--- src/rtl/uart_line_tx_pkg.sv ---
package uart_line_tx_pkg;

    localparam int BYTE_W = 8;
    localparam int DIV_W  = 2 * BYTE_W;

    // register offsets
    localparam int OFF_DATA = 0;
    localparam int OFF_IER  = 1;
    localparam int OFF_LCR  = 3;
    localparam int OFF_STAT = 5;

    typedef struct packed {
        logic       dlab;
        logic       brk;
        logic       sticky;
        logic       even;
        logic       pen;
        logic       stop2;
        logic [1:0] wlen;
    } lcr_t;

    typedef enum logic [2:0] {
        TX_IDLE,
        TX_START,
        TX_DATA,
        TX_PAR,
        TX_STOP
    } tx_state_e;

endpackage

--- src/rtl/uart_line_tx_regs.sv ---
module uart_line_tx_regs
    import uart_line_tx_pkg::*;
#(
    parameter int BUS_W  = 32,
    parameter int ADDR_W = 3,
    parameter int IER_W  = 4
) (
    input  logic              clk,
    input  logic              rst_n,
    input  logic              wr_en,
    input  logic [ADDR_W-1:0] addr,
    input  logic [BUS_W-1:0]  wdata,
    input  logic              pop,
    input  logic              tx_empty_i,
    output lcr_t              lcr,
    output logic [DIV_W-1:0]  divisor,
    output logic [BYTE_W-1:0] thr_byte,
    output logic              thr_full,
    output logic [BUS_W-1:0]  rdata
);

    typedef struct packed {
        lcr_t              lcr;
        logic [BYTE_W-1:0] dll;
        logic [BYTE_W-1:0] dlh;
        logic [IER_W-1:0]  ier;
        logic [BYTE_W-1:0] thr;
        logic              full;
    } regs_t;

    regs_t r_d, r_q;
    logic [BYTE_W-1:0] wbyte;
    logic [BYTE_W-1:0] rbyte;
    logic              hit_data, hit_ier, hit_lcr, hit_stat;
    logic              unused_hi;

    assign wbyte     = wdata[BYTE_W-1:0];
    assign unused_hi = &{1'b0, wdata[BUS_W-1:BYTE_W]};
    assign hit_data  = (addr == ADDR_W'(OFF_DATA));
    assign hit_ier   = (addr == ADDR_W'(OFF_IER));
    assign hit_lcr   = (addr == ADDR_W'(OFF_LCR));
    assign hit_stat  = (addr == ADDR_W'(OFF_STAT));

    always_comb begin
        r_d = r_q;
        if (pop) begin
            r_d.full = 1'b0;
        end
        if (wr_en) begin
            if (hit_lcr) begin
                r_d.lcr = lcr_t'(wbyte);
            end else if (hit_data && r_q.lcr.dlab) begin
                r_d.dll = wbyte;
            end else if (hit_data) begin
                r_d.thr  = wbyte;
                r_d.full = 1'b1;
            end else if (hit_ier && r_q.lcr.dlab) begin
                r_d.dlh = wbyte;
            end else if (hit_ier) begin
                r_d.ier = wbyte[IER_W-1:0];
            end
        end
    end

    always_ff @(posedge clk or negedge rst_n) begin
        if (!rst_n) begin
            r_q <= '0;
        end else begin
            r_q <= r_d;
        end
    end

    always_comb begin
        rbyte = '0;
        if (hit_data) begin
            rbyte = r_q.lcr.dlab ? r_q.dll : '0;
        end else if (hit_ier) begin
            rbyte = r_q.lcr.dlab ? r_q.dlh : BYTE_W'(r_q.ier);
        end else if (hit_lcr) begin
            rbyte = r_q.lcr;
        end else if (hit_stat) begin
            rbyte = {1'b0, tx_empty_i, ~r_q.full, 5'b0};
        end
    end

    assign rdata    = BUS_W'(rbyte);
    assign lcr      = r_q.lcr;
    assign divisor  = {r_q.dlh, r_q.dll};
    assign thr_byte = r_q.thr;
    assign thr_full = r_q.full;

    AST_LCR_LOAD: assert property (@(posedge clk) disable iff (!rst_n)
        (wr_en && hit_lcr) |=> (lcr == $past(wbyte)));
    AST_THR_FILL: assert property (@(posedge clk) disable iff (!rst_n)
        (wr_en && hit_data && !lcr.dlab) |=> thr_full);
    AST_DLAB_NO_FILL: assert property (@(posedge clk) disable iff (!rst_n)
        (wr_en && hit_data && lcr.dlab && !thr_full) |=> !thr_full);

endmodule

--- src/rtl/uart_line_tx_baud.sv ---
module uart_line_tx_baud #(
    parameter int DIV_W    = 16,
    parameter int PRESCALE = 16
) (
    input  logic             clk,
    input  logic             rst_n,
    input  logic             run,
    input  logic [DIV_W-1:0] divisor,
    output logic             tick
);

    localparam int CNT_W = DIV_W + $clog2(PRESCALE);

    typedef struct packed {
        logic [CNT_W-1:0] cnt;
    } baud_t;

    baud_t            b_d, b_q;
    logic [CNT_W-1:0] last;
    logic             div_nz;

    assign div_nz = |divisor;
    assign last   = CNT_W'(divisor) * CNT_W'(PRESCALE) - CNT_W'(1);
    assign tick   = run && div_nz && (b_q.cnt >= last);

    always_comb begin
        b_d = b_q;
        if (!run || !div_nz || tick) begin
            b_d.cnt = '0;
        end else begin
            b_d.cnt = b_q.cnt + CNT_W'(1);
        end
    end

    always_ff @(posedge clk or negedge rst_n) begin
        if (!rst_n) begin
            b_q <= '0;
        end else begin
            b_q <= b_d;
        end
    end

    AST_TICK_SPACING: assert property (@(posedge clk) disable iff (!rst_n)
        tick |=> !tick);

endmodule

--- src/rtl/uart_line_tx_shift.sv ---
module uart_line_tx_shift
    import uart_line_tx_pkg::*;
#(
    parameter int TICKS_PER_BIT = 16
) (
    input  logic              clk,
    input  logic              rst_n,
    input  logic              tick,
    input  logic              div_nz,
    input  logic              thr_full,
    input  logic [BYTE_W-1:0] thr_byte,
    input  lcr_t              fmt,
    output logic              pop,
    output logic              busy,
    output logic              line
);

    localparam int TCW     = $clog2(2 * TICKS_PER_BIT) + 1;
    localparam int STOP_1  = TICKS_PER_BIT;
    localparam int STOP_15 = TICKS_PER_BIT + TICKS_PER_BIT / 2;
    localparam int STOP_2  = 2 * TICKS_PER_BIT;

    typedef struct packed {
        tx_state_e         st;
        logic [BYTE_W-1:0] shreg;
        logic [2:0]        last_bit;
        logic [2:0]        bidx;
        logic [TCW-1:0]    tcnt;
        logic [TCW-1:0]    stop_len;
        logic              pen;
        logic              par;
        logic              line;
    } sh_t;

    localparam sh_t SH_RST = '{
        st: TX_IDLE, shreg: '0, last_bit: '0, bidx: '0,
        tcnt: '0, stop_len: '0, pen: 1'b0, par: 1'b0, line: 1'b1
    };

    sh_t               s_d, s_q;
    logic [BYTE_W-1:0] ld_mask, ld_data;
    logic              ld_par;
    logic [TCW-1:0]    ld_stop;
    logic [TCW-1:0]    slot_lim;
    logic              slot_end, can_load, do_load;
    logic              unused_fmt;

    assign unused_fmt = &{1'b0, fmt.dlab, fmt.brk};

    // frame format captured when a byte enters the shifter
    always_comb begin
        ld_mask = 8'hFF >> (2'd3 - fmt.wlen);
        ld_data = thr_byte & ld_mask;
        if (fmt.sticky) begin
            ld_par = ~fmt.even;
        end else if (fmt.even) begin
            ld_par = ^ld_data;
        end else begin
            ld_par = ~^ld_data;
        end
        if (!fmt.stop2) begin
            ld_stop = TCW'(STOP_1);
        end else if (fmt.wlen == 2'b00) begin
            ld_stop = TCW'(STOP_15);
        end else begin
            ld_stop = TCW'(STOP_2);
        end
    end

    assign can_load = thr_full && div_nz;
    assign slot_lim = (s_q.st == TX_STOP) ? s_q.stop_len : TCW'(TICKS_PER_BIT);
    assign slot_end = tick && (s_q.tcnt == slot_lim - TCW'(1));

    always_comb begin
        s_d     = s_q;
        do_load = 1'b0;
        if (slot_end) begin
            s_d.tcnt = '0;
        end else if (tick) begin
            s_d.tcnt = s_q.tcnt + TCW'(1);
        end
        case (s_q.st)
            TX_IDLE: begin
                do_load = can_load;
            end
            TX_START: begin
                if (slot_end) begin
                    s_d.st   = TX_DATA;
                    s_d.bidx = '0;
                    s_d.line = s_q.shreg[0];
                end
            end
            TX_DATA: begin
                if (slot_end) begin
                    if (s_q.bidx == s_q.last_bit) begin
                        s_d.st   = s_q.pen ? TX_PAR : TX_STOP;
                        s_d.line = s_q.pen ? s_q.par : 1'b1;
                    end else begin
                        s_d.bidx  = s_q.bidx + 3'd1;
                        s_d.shreg = s_q.shreg >> 1;
                        s_d.line  = s_q.shreg[1];
                    end
                end
            end
            TX_PAR: begin
                if (slot_end) begin
                    s_d.st   = TX_STOP;
                    s_d.line = 1'b1;
                end
            end
            TX_STOP: begin
                if (slot_end) begin
                    if (can_load) begin
                        do_load = 1'b1;
                    end else begin
                        s_d.st = TX_IDLE;
                    end
                end
            end
            default: begin
                s_d = SH_RST;
            end
        endcase
        if (do_load) begin
            s_d.st       = TX_START;
            s_d.shreg    = ld_data;
            s_d.last_bit = 3'd4 + {1'b0, fmt.wlen};
            s_d.bidx     = '0;
            s_d.tcnt     = '0;
            s_d.stop_len = ld_stop;
            s_d.pen      = fmt.pen;
            s_d.par      = ld_par;
            s_d.line     = 1'b0;
        end
    end

    always_ff @(posedge clk or negedge rst_n) begin
        if (!rst_n) begin
            s_q <= SH_RST;
        end else begin
            s_q <= s_d;
        end
    end

    assign pop  = do_load;
    assign busy = (s_q.st != TX_IDLE);
    assign line = s_q.line;

    AST_IDLE_MARK: assert property (@(posedge clk) disable iff (!rst_n)
        (s_q.st == TX_IDLE) |-> s_q.line);
    AST_START_SPACE: assert property (@(posedge clk) disable iff (!rst_n)
        (s_q.st == TX_START) |-> !s_q.line);
    AST_STOP_MARK: assert property (@(posedge clk) disable iff (!rst_n)
        (s_q.st == TX_STOP) |-> s_q.line);
    AST_DIV0_HOLD: assert property (@(posedge clk) disable iff (!rst_n)
        ((s_q.st == TX_IDLE) && !div_nz) |=> (s_q.st == TX_IDLE));
    AST_POP_FROM_FULL: assert property (@(posedge clk) disable iff (!rst_n)
        pop |-> thr_full);

endmodule

--- src/rtl/uart_line_tx.sv ---
module uart_line_tx
    import uart_line_tx_pkg::*;
#(
    parameter int BUS_W         = 32,
    parameter int ADDR_W        = 3,
    parameter int PRESCALE      = 16,
    parameter int TICKS_PER_BIT = 16
) (
    input  logic              clk,
    input  logic              rst_n,
    input  logic              bus_wr,
    input  logic [ADDR_W-1:0] bus_addr,
    input  logic [BUS_W-1:0]  bus_wdata,
    output logic [BUS_W-1:0]  bus_rdata,
    output logic              txd,
    output logic              tx_empty
);

    lcr_t              lcr;
    logic [DIV_W-1:0]  divisor;
    logic [BYTE_W-1:0] thr_byte;
    logic              thr_full, pop, busy, line, tick;

    assign tx_empty = !thr_full && !busy;
    assign txd      = lcr.brk ? 1'b0 : line;

    uart_line_tx_regs #(
        .BUS_W  (BUS_W),
        .ADDR_W (ADDR_W),
        .IER_W  (4)
    ) u_regs (
        .clk        (clk),
        .rst_n      (rst_n),
        .wr_en      (bus_wr),
        .addr       (bus_addr),
        .wdata      (bus_wdata),
        .pop        (pop),
        .tx_empty_i (tx_empty),
        .lcr        (lcr),
        .divisor    (divisor),
        .thr_byte   (thr_byte),
        .thr_full   (thr_full),
        .rdata      (bus_rdata)
    );

    uart_line_tx_baud #(
        .DIV_W    (DIV_W),
        .PRESCALE (PRESCALE)
    ) u_baud (
        .clk     (clk),
        .rst_n   (rst_n),
        .run     (busy),
        .divisor (divisor),
        .tick    (tick)
    );

    uart_line_tx_shift #(
        .TICKS_PER_BIT (TICKS_PER_BIT)
    ) u_shift (
        .clk      (clk),
        .rst_n    (rst_n),
        .tick     (tick),
        .div_nz   (|divisor),
        .thr_full (thr_full),
        .thr_byte (thr_byte),
        .fmt      (lcr),
        .pop      (pop),
        .busy     (busy),
        .line     (line)
    );

    AST_EMPTY_QUIET: assert property (@(posedge clk) disable iff (!rst_n)
        tx_empty |-> (txd || lcr.brk));
    AST_BREAK_SPACE: assert property (@(posedge clk) disable iff (!rst_n)
        $rose(lcr.brk) |-> !txd);

endmodule

--- config.mk ---
export PLATFORM = sky130hd
export DESIGN_NAME = uart_line_tx
export DESIGN_NICKNAME = d
export VERILOG_FILES = /design/src/rtl/uart_line_tx_pkg.sv /design/src/rtl/uart_line_tx_regs.sv /design/src/rtl/uart_line_tx_baud.sv /design/src/rtl/uart_line_tx_shift.sv /design/src/rtl/uart_line_tx.sv
export SDC_FILE = /design/constraint.sdc
export NUM_CORES = 1
export LEC_CHECK = 0
export ABC_AREA = 1
export BUFFER_PORTS_ARGS = -buffer_cell sky130_fd_sc_hd__buf_2
export CORE_ASPECT_RATIO = 0.75
export CORE_MARGIN = 8
export CORE_UTILIZATION = 53
export CTS_CLUSTER_DIAMETER = 150
export DETAILED_ROUTE_END_ITERATION = 8
export HOLD_SLACK_MARGIN = 0.05
export PLACE_DENSITY = 0.77
export SKIP_CTS_REPAIR_TIMING = 1
export SLEW_MARGIN = 20
export SYNTH_ARGS = -nofsm -noshare
export SYNTH_HDL_FRONTEND = slang
export SYNTH_SLANG_ARGS = --single-unit
--- constraint.sdc ---
create_clock -name clk -period 2.8 [get_ports clk]
set_input_delay 0.28 -clock clk [delete_from_list [all_inputs] [get_ports clk]]
set_output_delay 0.28 -clock clk [all_outputs]
set_load 0.1 [all_outputs]
==> results by group <==
Yosys
  • Fraction of registers with async set/reset: 100%
  • Ranking of synthesized cells by area: dfrtp_1 40%, nand2_1 11%, inv_1 5.8%
  • Syn_area_per_cell: 7.77 um^2
  • Post-synth top flop: dfrtp_1
  • Register area share after synthesis: 40.6%
  • Yosys warns: 0
  • Syn Std Cell Area: 5310 um^2
  • Unique masters post-synth: 43
  • Area share of the largest cell type after synthesis: 40.1%
  • Synth area leader: dfrtp_1
  • Post-synth EDFFs: 0
  • Post-Syn Instances: 683
  • Synth Register Bits: 86

Worst setup path
  • Startpoint types: flop
  • CP cell instances: nor3_2, nand3_1, nor3_2, nand4_1, nor2_1, xnor2_1, ha_1, nand2_2, nor2_4, nand2_2, nor2_2, nor2_1, nand2_2, nand3_4, nand2_8, nand2_8, buf_6, buf_6, nand3_2, nand2_1
  • CP delay by family, top: simple AND/OR/NAND/NOR gates
  • Setup CP Type: flop to flop
  • Crit path buf inv count: 2
  • Most used cell along the critical path: nand2_2
  • R2r startpoint: u_regs.divisor[0]
  • Worst Setup End Kind: flop
  • Critical path's slowest cell: dfrtp_1
  • Critical-path maximum fanout: 8
  • R2R depth: 20
  • CP Data Arrival Time: 3.50 ns
  • R2R Path End: u_shift.s_q[20]
  • R2R setup slack: -0.47 ns
  • Slowest stage delay, CP: 0.40 ns
  • CP required: 3.03 ns

Finish
  • # nets final: 818
  • Layout Cells excl Fill: 896
  • Footprint of the multi-input gates: 2950 um^2
  • FF+latch area: 2150 um^2
  • Commonest non-fill, non-tap cells in the layout: 149 x nand2_1, 85 x dfrtp_1, 79 x inv_1, 53 x nor2_1, 46 x o21ai_0
  • P&R area growth vs syn: 21.4%
  • ANT cells: 0
  • Share of cells above drive strength 1: 22.0%
  • FILL cells: 777
  • Commonest non-fill, non-tap cell in the layout: nand2_1
  • Util after Layout: 66.5%

Place
  • DP Cell Count: 867
  • Post-DP HPWL: 9830 um
  • Final GP Congestion: 0.900
  • IO Port Bufs: 23

STA
  • Fin Setup TNS: -17.82 ns
  • Final Hold Viols: 0
  • Layout Skew: 0.00868 ns
  • Actual slew at the worst max-slew pin: 0.550 ns
  • Normalized max-slew margin: 63.3%
  • Final Slew Violations: 0
  • Final Cycle Share: 117%
  • Final setup vio count: 50
  • Tmin final: 3.27 ns
  • Maximum clock frequency: 0.305 GHz
  • Slack of the critical path: -0.475 ns
  • RSZ-0062 raised after global routing: yes

Clock network
  • Clock Sinks: 86
  • Worst skew pair latency: 0.35 ns
  • CTS buffer count: 9
  • H-tree depth: 3
  • CTS tree: done
  • Clock buffer depth: 2
  • Clock-pin slew on the worst setup and hold paths: 0.06 ns
  • Root buf cell: clkbuf_16

Global route
  • Initial antenna violation count: 0
  • Largest net degree at the start of global routing: 44
  • First-pass GRT wire length: 21400 um
  • GRT Total Usage: 19.7%
  • Congestion Overflow GR: 0
  • Vias in the first global route: 4478

Routing
  • Routed vias: 4710
  • DRC: 0
  • DR WL/cell: 14.8 um
  • Initial DRT Pass Iterations: 5
  • Routed vias/inst: 5.26
  • DRT Wirelength: 13200 um
  • DR iter-0 viols: 469
  • Post-route ant nets: 0

Power
  • PwrDens: 642 nW/um^2
  • Max VDD drop: 0.000471 V
  • LEAKAGE: 3.22 nW

Run status
  • Status: complete, but fails checks
  • Failing checks: setup timing

Worst hold path
  • Hold depth: 3
  • HP Class: input pin to flop
  • Hold path endpoint: u_regs.divisor[7]
  • Hold Crit Start: bus_wdata[7]

Die
  • # rows: 31
  • # IOs: 72
  • Initial Util: 54.8%
  • Die width: 132 um
  • Die Footprint: 13500 um^2
  • CORE AREA: 9700 um^2
  • Die Ht: 103 um

Flow run
  • Max-cap violations: 0
## flip-flops by register name (all words and copies together), names as in the netlist
register	flops
u_regs.divisor	16
u_regs.thr_byte	8
u_baud.b_q	20
u_regs.thr_full	1
u_regs.lcr	8
u_regs.r_q	4
u_shift.s_q	28
u_shift.line	1
## per-stage QoR
| step | total power, W | hold WS, ns | worst slack (ns) | area [um^2] |
|---|---|---|---|---|
| 2_1_floorplan | 0.00243 | -0.0156 | -0.218 | 5450 |
| 3_3_place_gp | 0.00275 | 0.287 | -0.198 | 5800 |
| 3_5_place_dp | 0.00282 | 0.302 | -0.440 | 5800 |
| 4_1_cts | 0.00407 | -0.0674 | -0.453 | 6100 |
| 5_1_grt | 0.00438 | 0.150 | -0.703 | 6450 |
| 6_report | 0.00414 | 0.157 | -0.475 | 6450 |
## worst max path at each step
stage                                  from  slack, ns         endpoint  cells past startpoint
after global placement    u_regs.divisor[0]      -0.20  u_shift.s_q[26]                     21
after detailed placement  u_regs.divisor[0]      -0.44  u_shift.s_q[15]                     22
after global routing      u_regs.divisor[0]      -0.70  u_shift.s_q[13]                     18
after CTS                 u_regs.divisor[0]      -0.45  u_shift.s_q[17]                     22
after floorplan             u_shift.s_q[31]      -0.22     bus_rdata[6]                      4
final                     u_regs.divisor[0]      -0.47  u_shift.s_q[20]                     20
## power breakdown
| group | switching [W] | internal (W) | leakage [nW] |
|---|---|---|---|
| Combinational | 0.000845 | 0.000464 | 1.97 |
| Clock | 0.000470 | 0.000784 | 0.145 |
| Sequential | 0.000161 | 0.00142 | 1.11 |
## cell type report
type / instances / area share, %
Inverter: 88 / 5.24
Clock inverter: 2 / 0.931
Tap cell: 132 / 2.56
Clock buffer: 14 / 3.78
Timing Repair Buffer: 73 / 8.28
Sequential cell: 86 / 33.4
Multi-Input combinational cell: 501 / 45.8
## per-layer routing
| layer | wire (um) | vias up | GRT usage (%) |
|---|---|---|---|
| met5 | 0 | - | 0 |
| met4 | 202 | 0 | 6.42 |
| met3 | 922 | 18 | 4.43 |
| met2 | 6130 | 164 | 32.6 |
| met1 | 5980 | 2209 | 25.4 |
| li1 | - | 2319 | - |
## cell usage after synthesis, types with 2 or more instances
library cell	count
clkbuf_1	5
a21oi_1	15
o211ai_1	5
conb_1	2
dfrtp_1	85
buf_4	24
inv_2	5
o22ai_2	2
nand2_4	3
nor2_4	4
buf_2	2
a22oi_1	4
nand3_1	48
nand2_1	162
o21a_1	2
or2_2	3
nand4_1	6
nor3_1	13
ha_1	21
a21o_1	2
nand2_2	3
o21ai_1	2
xor2_1	18
xnor2_1	14
nor4_1	3
inv_1	82
o221ai_1	7
o21ai_0	54
o31ai_1	4
nand2_8	3
nor2_1	67
o21ai_2	2
## logic make-up (layout without fill, tap and decap cells)
kind of cell               Yosys count  after routing  share of synthesized area [%]
other                                2             25                          0.141
adders and majority gates           21             21                           4.95
xor gates and xnor gates            32             32                           5.28
DFF                                 86             86                           40.6
buffers and inverters              120            177                           10.4
AOI/OAI and AO/OA                  102            102                           11.5
and+or+nand+nor                    320            321                           27.2
## worst register-to-register path, delay by kind of cell, from the launching register on
kind / cells / cell delay, ns
AND/OR/NAND/NOR: 16 / 2.03
flip-flops: 1 / 0.40
adder cells (fa/ha/maj): 1 / 0.33
buffers and inverters: 2 / 0.28
XOR/XNOR: 1 / 0.12
(Power assumes the default switching activity.)
